$ cat src/rtl/ls_lane_pkg.sv
package ls_lane_pkg;

  typedef enum logic [1:0] {
    SZ_BYTE = 2'd0,
    SZ_HALF = 2'd1,
    SZ_WORD = 2'd2,
    SZ_WIDE = 2'd3
  } acc_size_e;

  // number of bytes touched by an access of the given size
  function automatic int size_bytes(acc_size_e s, int lanes);
    case (s)
      SZ_BYTE: return 1;
      SZ_HALF: return 2;
      default: return lanes;
    endcase
  endfunction

  // spare code folds onto the full-width access
  function automatic acc_size_e norm_size(logic [1:0] raw);
    return (raw == 2'b11) ? SZ_WORD : acc_size_e'(raw);
  endfunction

endpackage

$ cat src/rtl/ls_lane_mask.sv
module ls_lane_mask
  import ls_lane_pkg::*;
#(
  parameter int LANES = 4,
  parameter int OFS_W = $clog2(LANES)
) (
  input  acc_size_e          size_i,
  input  logic [OFS_W-1:0]   ofs_i,
  output logic [LANES-1:0]   mask_o,
  output logic               aligned_o
);

  always_comb begin
    int n;
    int o;
    n = size_bytes(size_i, LANES);
    o = int'(ofs_i);
    aligned_o = ((o & (n - 1)) == 0);
    for (int k = 0; k < LANES; k++) begin
      mask_o[k] = (k >= o) && (k < o + n);
    end
  end

endmodule

$ cat src/rtl/ls_store_steer.sv
module ls_store_steer
  import ls_lane_pkg::*;
#(
  parameter int LANES = 4,
  localparam int DW   = 8 * LANES
) (
  input  acc_size_e        size_i,
  input  logic [DW-1:0]    data_i,
  output logic [DW-1:0]    data_o
);

  always_comb begin
    int n;
    n = size_bytes(size_i, LANES);
    for (int k = 0; k < LANES; k++) begin
      data_o[8*k +: 8] = data_i[8*(k % n) +: 8];
    end
  end

endmodule

$ cat src/rtl/ls_load_extend.sv
module ls_load_extend
  import ls_lane_pkg::*;
#(
  parameter int LANES = 4,
  parameter int OFS_W = $clog2(LANES),
  localparam int DW   = 8 * LANES
) (
  input  acc_size_e         size_i,
  input  logic [OFS_W-1:0]  ofs_i,
  input  logic              unsigned_i,
  input  logic [DW-1:0]     data_i,
  output logic [DW-1:0]     data_o
);

  logic [DW-1:0] shifted;
  logic          fill_b;
  logic          fill_h;

  always_comb begin
    shifted = data_i >> {ofs_i, 3'b000};
    fill_b  = shifted[7]  & ~unsigned_i;
    fill_h  = shifted[15] & ~unsigned_i;
    case (size_i)
      SZ_BYTE: data_o = {{(DW-8){fill_b}},  shifted[7:0]};
      SZ_HALF: data_o = {{(DW-16){fill_h}}, shifted[15:0]};
      default: data_o = data_i;
    endcase
  end

endmodule

$ cat src/rtl/ls_lane_align.sv
module ls_lane_align
  import ls_lane_pkg::*;
#(
  parameter int ADDR_W = 32,
  parameter int DATA_W = 32,
  localparam int LANES = DATA_W / 8,
  localparam int OFS_W = $clog2(LANES)
) (
  input  logic                    req_valid,
  input  logic                    req_write,
  input  logic [1:0]              acc_size,
  input  logic                    ld_unsigned,
  input  logic [ADDR_W-1:0]       addr,
  input  logic [DATA_W-1:0]       st_data,
  input  logic [DATA_W-1:0]       mem_rdata,
  output logic [ADDR_W-OFS_W-1:0] mem_word_addr,
  output logic [LANES-1:0]        byte_en,
  output logic [DATA_W-1:0]       mem_wdata,
  output logic [DATA_W-1:0]       ld_data,
  output logic                    misalign
);

  // named internal events for the checker
  acc_size_e          size_code;
  logic [OFS_W-1:0]   ofs;
  logic [LANES-1:0]   lane_mask;
  logic               addr_aligned;
  logic               store_go;
  logic               load_go;
  logic [DATA_W-1:0]  ext_data;

  assign size_code     = norm_size(acc_size);
  assign ofs           = addr[OFS_W-1:0];
  assign mem_word_addr = addr[ADDR_W-1:OFS_W];

  ls_lane_mask #(.LANES(LANES), .OFS_W(OFS_W)) u_mask (
    .size_i    (size_code),
    .ofs_i     (ofs),
    .mask_o    (lane_mask),
    .aligned_o (addr_aligned)
  );

  ls_store_steer #(.LANES(LANES)) u_steer (
    .size_i (size_code),
    .data_i (st_data),
    .data_o (mem_wdata)
  );

  ls_load_extend #(.LANES(LANES), .OFS_W(OFS_W)) u_ext (
    .size_i     (size_code),
    .ofs_i      (ofs),
    .unsigned_i (ld_unsigned),
    .data_i     (mem_rdata),
    .data_o     (ext_data)
  );

  assign misalign = req_valid & ~addr_aligned;
  assign store_go = req_valid &  req_write & addr_aligned;
  assign load_go  = req_valid & ~req_write & addr_aligned;
  assign byte_en  = store_go ? lane_mask : '0;
  assign ld_data  = load_go  ? ext_data  : '0;

endmodule

$ cat config.mk
export PLATFORM = sky130hd
export DESIGN_NAME = ls_lane_align
export DESIGN_NICKNAME = d
export VERILOG_FILES = /design/src/rtl/ls_lane_pkg.sv /design/src/rtl/ls_lane_mask.sv /design/src/rtl/ls_store_steer.sv /design/src/rtl/ls_load_extend.sv /design/src/rtl/ls_lane_align.sv
export SDC_FILE = /design/constraint.sdc
export NUM_CORES = 1
export LEC_CHECK = 0
export ABC_CLOCK_PERIOD_IN_PS = 5000
export BUFFER_PORTS_ARGS = -buffer_cell sky130_fd_sc_hd__buf_2
export CAP_MARGIN = 0
export CORE_AREA = 10 10 72 86
export DETAILED_ROUTE_END_ITERATION = 6
export DIE_AREA = 0 0 82 96
export GPL_TIMING_DRIVEN = 0
export PLACE_DENSITY = 0.94
export REMOVE_ABC_BUFFERS = 1
export SLEW_MARGIN = 40
export SYNTH_ARGS = -nofsm -noshare
export SYNTH_HDL_FRONTEND = slang
export SYNTH_SLANG_ARGS = --single-unit
$ cat constraint.sdc
create_clock -name vclk -period 5
set_clock_uncertainty 0.1 [all_clocks]
set_input_delay 0 -clock vclk [all_inputs]
set_output_delay 0 -clock vclk [all_outputs]
set_load 0.1 [all_outputs]
==> run_results.csv, run 1 <==
group,metric,value,unit
route,route.vias.total,2449,
placement,placed_cells,400,
layout,fin_nets,486,
setup_path,critPathMaxStageDelay,0.64,ns
layout,drive_gt1_frac,0.489,
floorplanning,die_area,7870,sq um
global_routing,met2_usage,0.427,
layout,utilization,0.519,
route,drt-initial-drc-count,102,
floorplanning,fp-row-count,27,
min_path,hold_path.class,"primary input to primary output",
floorplanning,start_util,0.372,
floorplanning,io_pins,200,
route,drt-total-wl,9700,um
route,drc_errors,0,
setup_path,cp.required,4.90,ns
placement,place_hpwl,6930,um
layout,regArea,0,sq um
sta,finalSetupViolCount,0,
min_path,min_delay_path_depth,1,
setup_path,worstPathBufferInverterCount,6,
setup_path,arrival,3.33,ns
layout,nClkBuffers,0,
floorplanning,core,4530,sq um
sta,finalHoldViolations,0,
sta,max-slew-margin-rel,0.508,
route,wl_per_cell,22.6,um
synthesis,yosysSeqAreaShare,0,
global_routing,grt_pass1_vias,2582,
setup_path,cp_slowest_cell,"a21oi_1",
layout,syn_to_final_growth,39.3,%
sta,slew_violations,0,
setup_path,critPathMaxFanout,28,
global_routing,grt_max_degree,33,
global_routing,track_usage,0.226,
setup_path,criticalPathCategory,"primary input to primary output",
floorplanning,die_w,82,um
global_routing,busiest_layer,"met2",
synthesis,syn_area,1690,sq um
floorplanning,die_h,96,um
sta,whs,0.174,ns
global_routing,gr-usage-met3,0.0597,
sta,min_period,3.43,ns
power,power_density,272,nW/um^2
synthesis,netlist_instances,249,
route,viasPerCell,5.70,
setup_path,cp_top_family,"buffers and inverters",
layout,instances_no_fill,430,
cts,cts_resized,0,
placement,port_buffers,140,
cts,postCtsSetupBuffers,0,
placement,gp_congestion,0.914,
sta,period_share,0.687,
setup_path,worstSetupPathDepth,12,
layout,antenna_cells,0,
sta,fmax,291,MHz
global_routing,antenna_found_initial,0,
sta,worst_pin_slew,0.738,ns
synthesis,synth_cell_types,36,
sta,fin_tns_setup,0,ns
route,drtPass1Iterations,4,
power,max-vdd-ir-drop,181,uV
status,status,"finished, final reports clean",
setup_path,critPathLaunchType,"primary input",
synthesis,syn_area_per_cell,6.77,sq um
sta,rsz0062_at_grt,"no",
run,timing.max_cap.violations,0,
global_routing,grt-ovfl-total,0,
global_routing,grt_pass1_wl,14400,um
power,power,0.638,mW
setup_path,cp_cell_sequence,"buf_2 -> inv_1 -> nor2_2 -> inv_1 -> ha_2 -> buf_16 -> inv_1 -> ha_1 -> or4_1 -> a21oi_1 -> a22o_1 -> buf_2",
layout,seq_cells,0,
setup_path,end_kind,"primary output",
power,power.leakage,1.37,nW
synthesis,yosys_warnings,0,
global_routing,gr-usage-met1,0.255,
route,ant_nets,0,
setup_path,crit_top_cell,"inv_1",
-- path summary, 6_finish.rpt --
kind / startpoint / to / slack (ns)
hold / removal: addr[25] / mem_word_addr[23] / 0.17
setup / recovery: acc_size[0] / mem_wdata[23] / 1.57
-- layer usage --
layer	up-vias	part of all wire
li1	1131	-
met4	0	0.0041
met3	8	0.12
met5	-	0
met2	152	0.49
met1	1158	0.39
-- layout by cell type (no fill, tap or decap), types with 2 or more instances in the layout --
cell	count
o2bb2ai_1	7
a22oi_1	8
nor2_2	3
o21a_1	9
a221oi_1	7
a22o_1	8
o21ai_0	8
o22ai_1	9
nor2_1	25
ha_1	9
inv_1	15
buf_2	170
mux2i_1	24
nor2b_1	3
nor3_1	20
nand2_1	3
a21oi_1	18
a211oi_1	2
and2_1	7
-- cell usage after synthesis, drive strengths merged --
master	instances	share of area
a211oi	2	0.0089
a21boi	2	0.016
a21o	1	0.0045
a21oi	19	0.063
a221oi	7	0.036
a22o	8	0.042
a22oi	8	0.036
a31oi	1	0.0037
and2	7	0.026
and3	1	0.0037
buf	34	0.15
clkbuf	14	0.031
fa	1	0.012
ha	10	0.074
inv	16	0.036
mux2i	24	0.14
mux4	1	0.013
nand2	3	0.0067
nand2b	1	0.0037
nand3	1	0.0030
nand3b	1	0.0045
nor2	28	0.062
nor2b	3	0.011
nor3	20	0.059
o21a	9	0.040
o21ai	8	0.024
o22ai	9	0.033
o2bb2ai	7	0.036
o31ai	1	0.0045
or4	1	0.0045
or4b	1	0.0059
-- repair_timing --
| item | 4_1_cts | 5_1_grt |
|---|---|---|
| hold buffers | 30 | 0 |
| setup endpoints to repair | 0 | 0 |
| hold endpoints to repair | 30 | 0 |
-- where the power goes --
part           total (mW)  internal [mW]  switching [mW]  leakage [nW]
Clock                   0              0               0             0
Combinational       0.638          0.113           0.525          1.37
Sequential              0              0               0             0
Total               0.638          0.113           0.525          1.37
-- cell type report --
type / count / area, sq um
Inverter: 16 / 60.1
Fill cell: 428 / 2180
Multi-Input combinational cell: 185 / 1340
Timing Repair Buffer: 171 / 878
Tap cell: 58 / 72.6
-- cell families after synthesis --
group | Yosys count | share of synthesized area
fa+ha+maj | 11 | 0.0861
simple gates | 67 | 0.191
buf+inv | 64 | 0.220
compound gates | 82 | 0.347
mux | 25 | 0.156
-- metrics by stage --
| stage | setup WS [ns] | cell area, sq um |
|---|---|---|
| 2_1_floorplan | 0.716 | 1380 |
| 3_3_place_gp | 0.738 | 2150 |
| 3_5_place_dp | 1.60 | 2190 |
| 4_1_cts | 1.60 | 2490 |
| 5_1_grt | 1.41 | 2350 |
| 6_report | 1.57 | 2350 |
Note: power is estimated with default switching activity, not from simulation.
==> run 2: changes to the inputs <==
--- a/config.mk
+++ b/config.mk
@@ -5,14 +5,14 @@
 export SDC_FILE = /design/constraint.sdc
 export NUM_CORES = 1
 export LEC_CHECK = 0
-export ABC_CLOCK_PERIOD_IN_PS = 5000
+export ABC_CLOCK_PERIOD_IN_PS = 3500
 export BUFFER_PORTS_ARGS = -buffer_cell sky130_fd_sc_hd__buf_2
 export CAP_MARGIN = 0
-export CORE_AREA = 10 10 72 86
+export CORE_AREA = 10 10 75 90
 export DETAILED_ROUTE_END_ITERATION = 6
-export DIE_AREA = 0 0 82 96
+export DIE_AREA = 0 0 85 100
 export GPL_TIMING_DRIVEN = 0
-export PLACE_DENSITY = 0.94
+export PLACE_DENSITY = 0.87
 export REMOVE_ABC_BUFFERS = 1
 export SLEW_MARGIN = 40
 export SYNTH_ARGS = -nofsm -noshare
==> constraint.sdc (replaced) <==
create_clock -name vclk -period 3.5
set_clock_uncertainty 0.1 [all_clocks]
set_input_delay 0 -clock vclk [all_inputs]
set_output_delay 0 -clock vclk [all_outputs]
set_load 0.1 [all_outputs]
==> run_results.csv, run 2 (synthesis results as in run 1) <==
group,metric,value,unit
run,timing.max_cap.violations,0,
layout,fin_nets,485,
setup_path,critPathMaxFanout,41,
global_routing,grt-ovfl-total,0,
sta,rsz0062_at_grt,"no",
layout,fin_area,2340,sq um
power,clkPwrFrac,0,
route,wl_per_cell,21.4,um
sta,finalSetupViolCount,0,
layout,final_common_cell,"buf_2",
power,internal_power,0.158,mW
route,ant_nets,0,
placement,port_buffers,140,
min_path,hold_path.class,"primary input to primary output",
layout,drive_gt1_frac,0.488,
placement,gp_congestion,0.820,
route,drt-initial-drc-count,75,
sta,slew_violations,0,
route,viasPerCell,5.63,
sta,fmax,313,MHz
floorplanning,fp-row-count,29,
floorplanning,start_util,0.329,
floorplanning,io_pins,200,
route,drt-total-wl,9250,um
setup_path,criticalPathCategory,"primary input to primary output",
floorplanning,core,5120,sq um
sta,worst_pin_slew,0.748,ns
power,swShare,0.825,
setup_path,critPathLaunchType,"primary input",
sta,max-slew-margin-rel,0.500,
sta,fin_tns_setup,0,ns
global_routing,track_usage,0.190,
setup_path,worstSetupStartpoint,"acc_size[1]",
setup_path,crit_end,"mem_wdata[3]",
layout,regArea,0,sq um
layout,nClkBuffers,0,
layout,seq_cells,0,
sta,finalHoldViolations,0,
route,route.vias.total,2439,
floorplanning,die_area,8500,sq um
route,drc_errors,0,
sta,min_period,3.20,ns
setup_path,end_kind,"primary output",
placement,dp_slack,-0.200,ns
layout,layout_common_cells,"buf_2, nor2_1, mux2i_1, nor3_1, a21oi_1",
setup_path,cp.required,3.40,ns
power,seq_power_share,0,
floorplanning,die_h,100,um
sta,whs,0.174,ns
global_routing,grt_max_degree,42,
status,status,"finished, final reports clean",
power,power.leakage,1.36,nW
power,p_switching,0.746,mW
setup_path,arrival,3.10,ns
layout,antenna_cells,0,
sta,layout_setup_ws,0.301,ns
placement,place_hpwl,6760,um
global_routing,grt_pass1_wl,13700,um
power,max-vdd-ir-drop,243,uV
placement,placed_area,2170,sq um
sta,period_share,0.914,
global_routing,grt_pass1_vias,2648,
layout,fill_cells,502,
floorplanning,die_w,85,um
layout,syn_to_final_growth,38.6,%
global_routing,antenna_found_initial,0,
layout,multi_input_area,1350,sq um
power,power_density,387,nW/um^2
power,pwr-share-comb,1.000,
route,drtPass1Iterations,4,
[run 2: changes by cell type in the layout (fill, tap and decap cells not counted), sizes merged]
cell / previous run / this run
buf: 171 / 170
[run 2: stage by stage]
stage	std cells	utilization	power, mW
3_5_place_dp	403	0.423	0.741
5_1_grt	433	0.457	0.940
6_report	433	0.457	0.904
3_3_place_gp	403	0.421	0.730
4_1_cts	433	0.484	0.911
2_1_floorplan	201	-	0.583
[run 2: area by class of cell]
type                            instances  area share
Tap cell                               62      0.0332
Inverter                               16      0.0257
Timing Repair Buffer                  170       0.364
Multi-Input combinational cell        185       0.577
[run 2: layer usage]
metal | share of wire | track usage | vias up
li1 | - | - | 1132
met1 | 0.39 | 0.209 | 1128
met2 | 0.47 | 0.340 | 161
met3 | 0.12 | 0.0673 | 18
met4 | 0.022 | 0.0393 | 0
met5 | 0 | 0 | -
[run 2: power by group through the flow]
stage	Combinational, mW	Clock [mW]	Sequential, mW
global placement	0.730	0	0
detailed placement	0.741	0	0
CTS	0.911	0	0
finish	0.904	0	0
global route	0.940	0	0
floorplan	0.583	0	0
[run 2: repair_timing]
item                                    CTS  global route
buffers inserted                          0             0
hold endpoints to repair                 30             0
pin swaps                                 0             0
endpoints found under the setup margin   16            16
hold buffers                             30             0
resized for setup                         1             2
[run 2: worst min path at each step]
stage	start	endpoint	depth (start not counted)
after CTS	req_valid	misalign	3
after floorplan	addr[2]	mem_word_addr[0]	0
after global routing	addr[28]	mem_word_addr[26]	1
after global placement	addr[10]	mem_word_addr[8]	0
final	addr[2]	mem_word_addr[0]	1
after detailed placement	addr[10]	mem_word_addr[8]	0
[run 2: critical path: stages]
cell     delay [ns]
buf_2          0.15
nor2_2         0.46
inv_1          0.21
ha_4           0.36
ha_1           0.25
or4_1          0.59
a31oi_2        0.44
o21a_1         0.20
buf_2          0.43
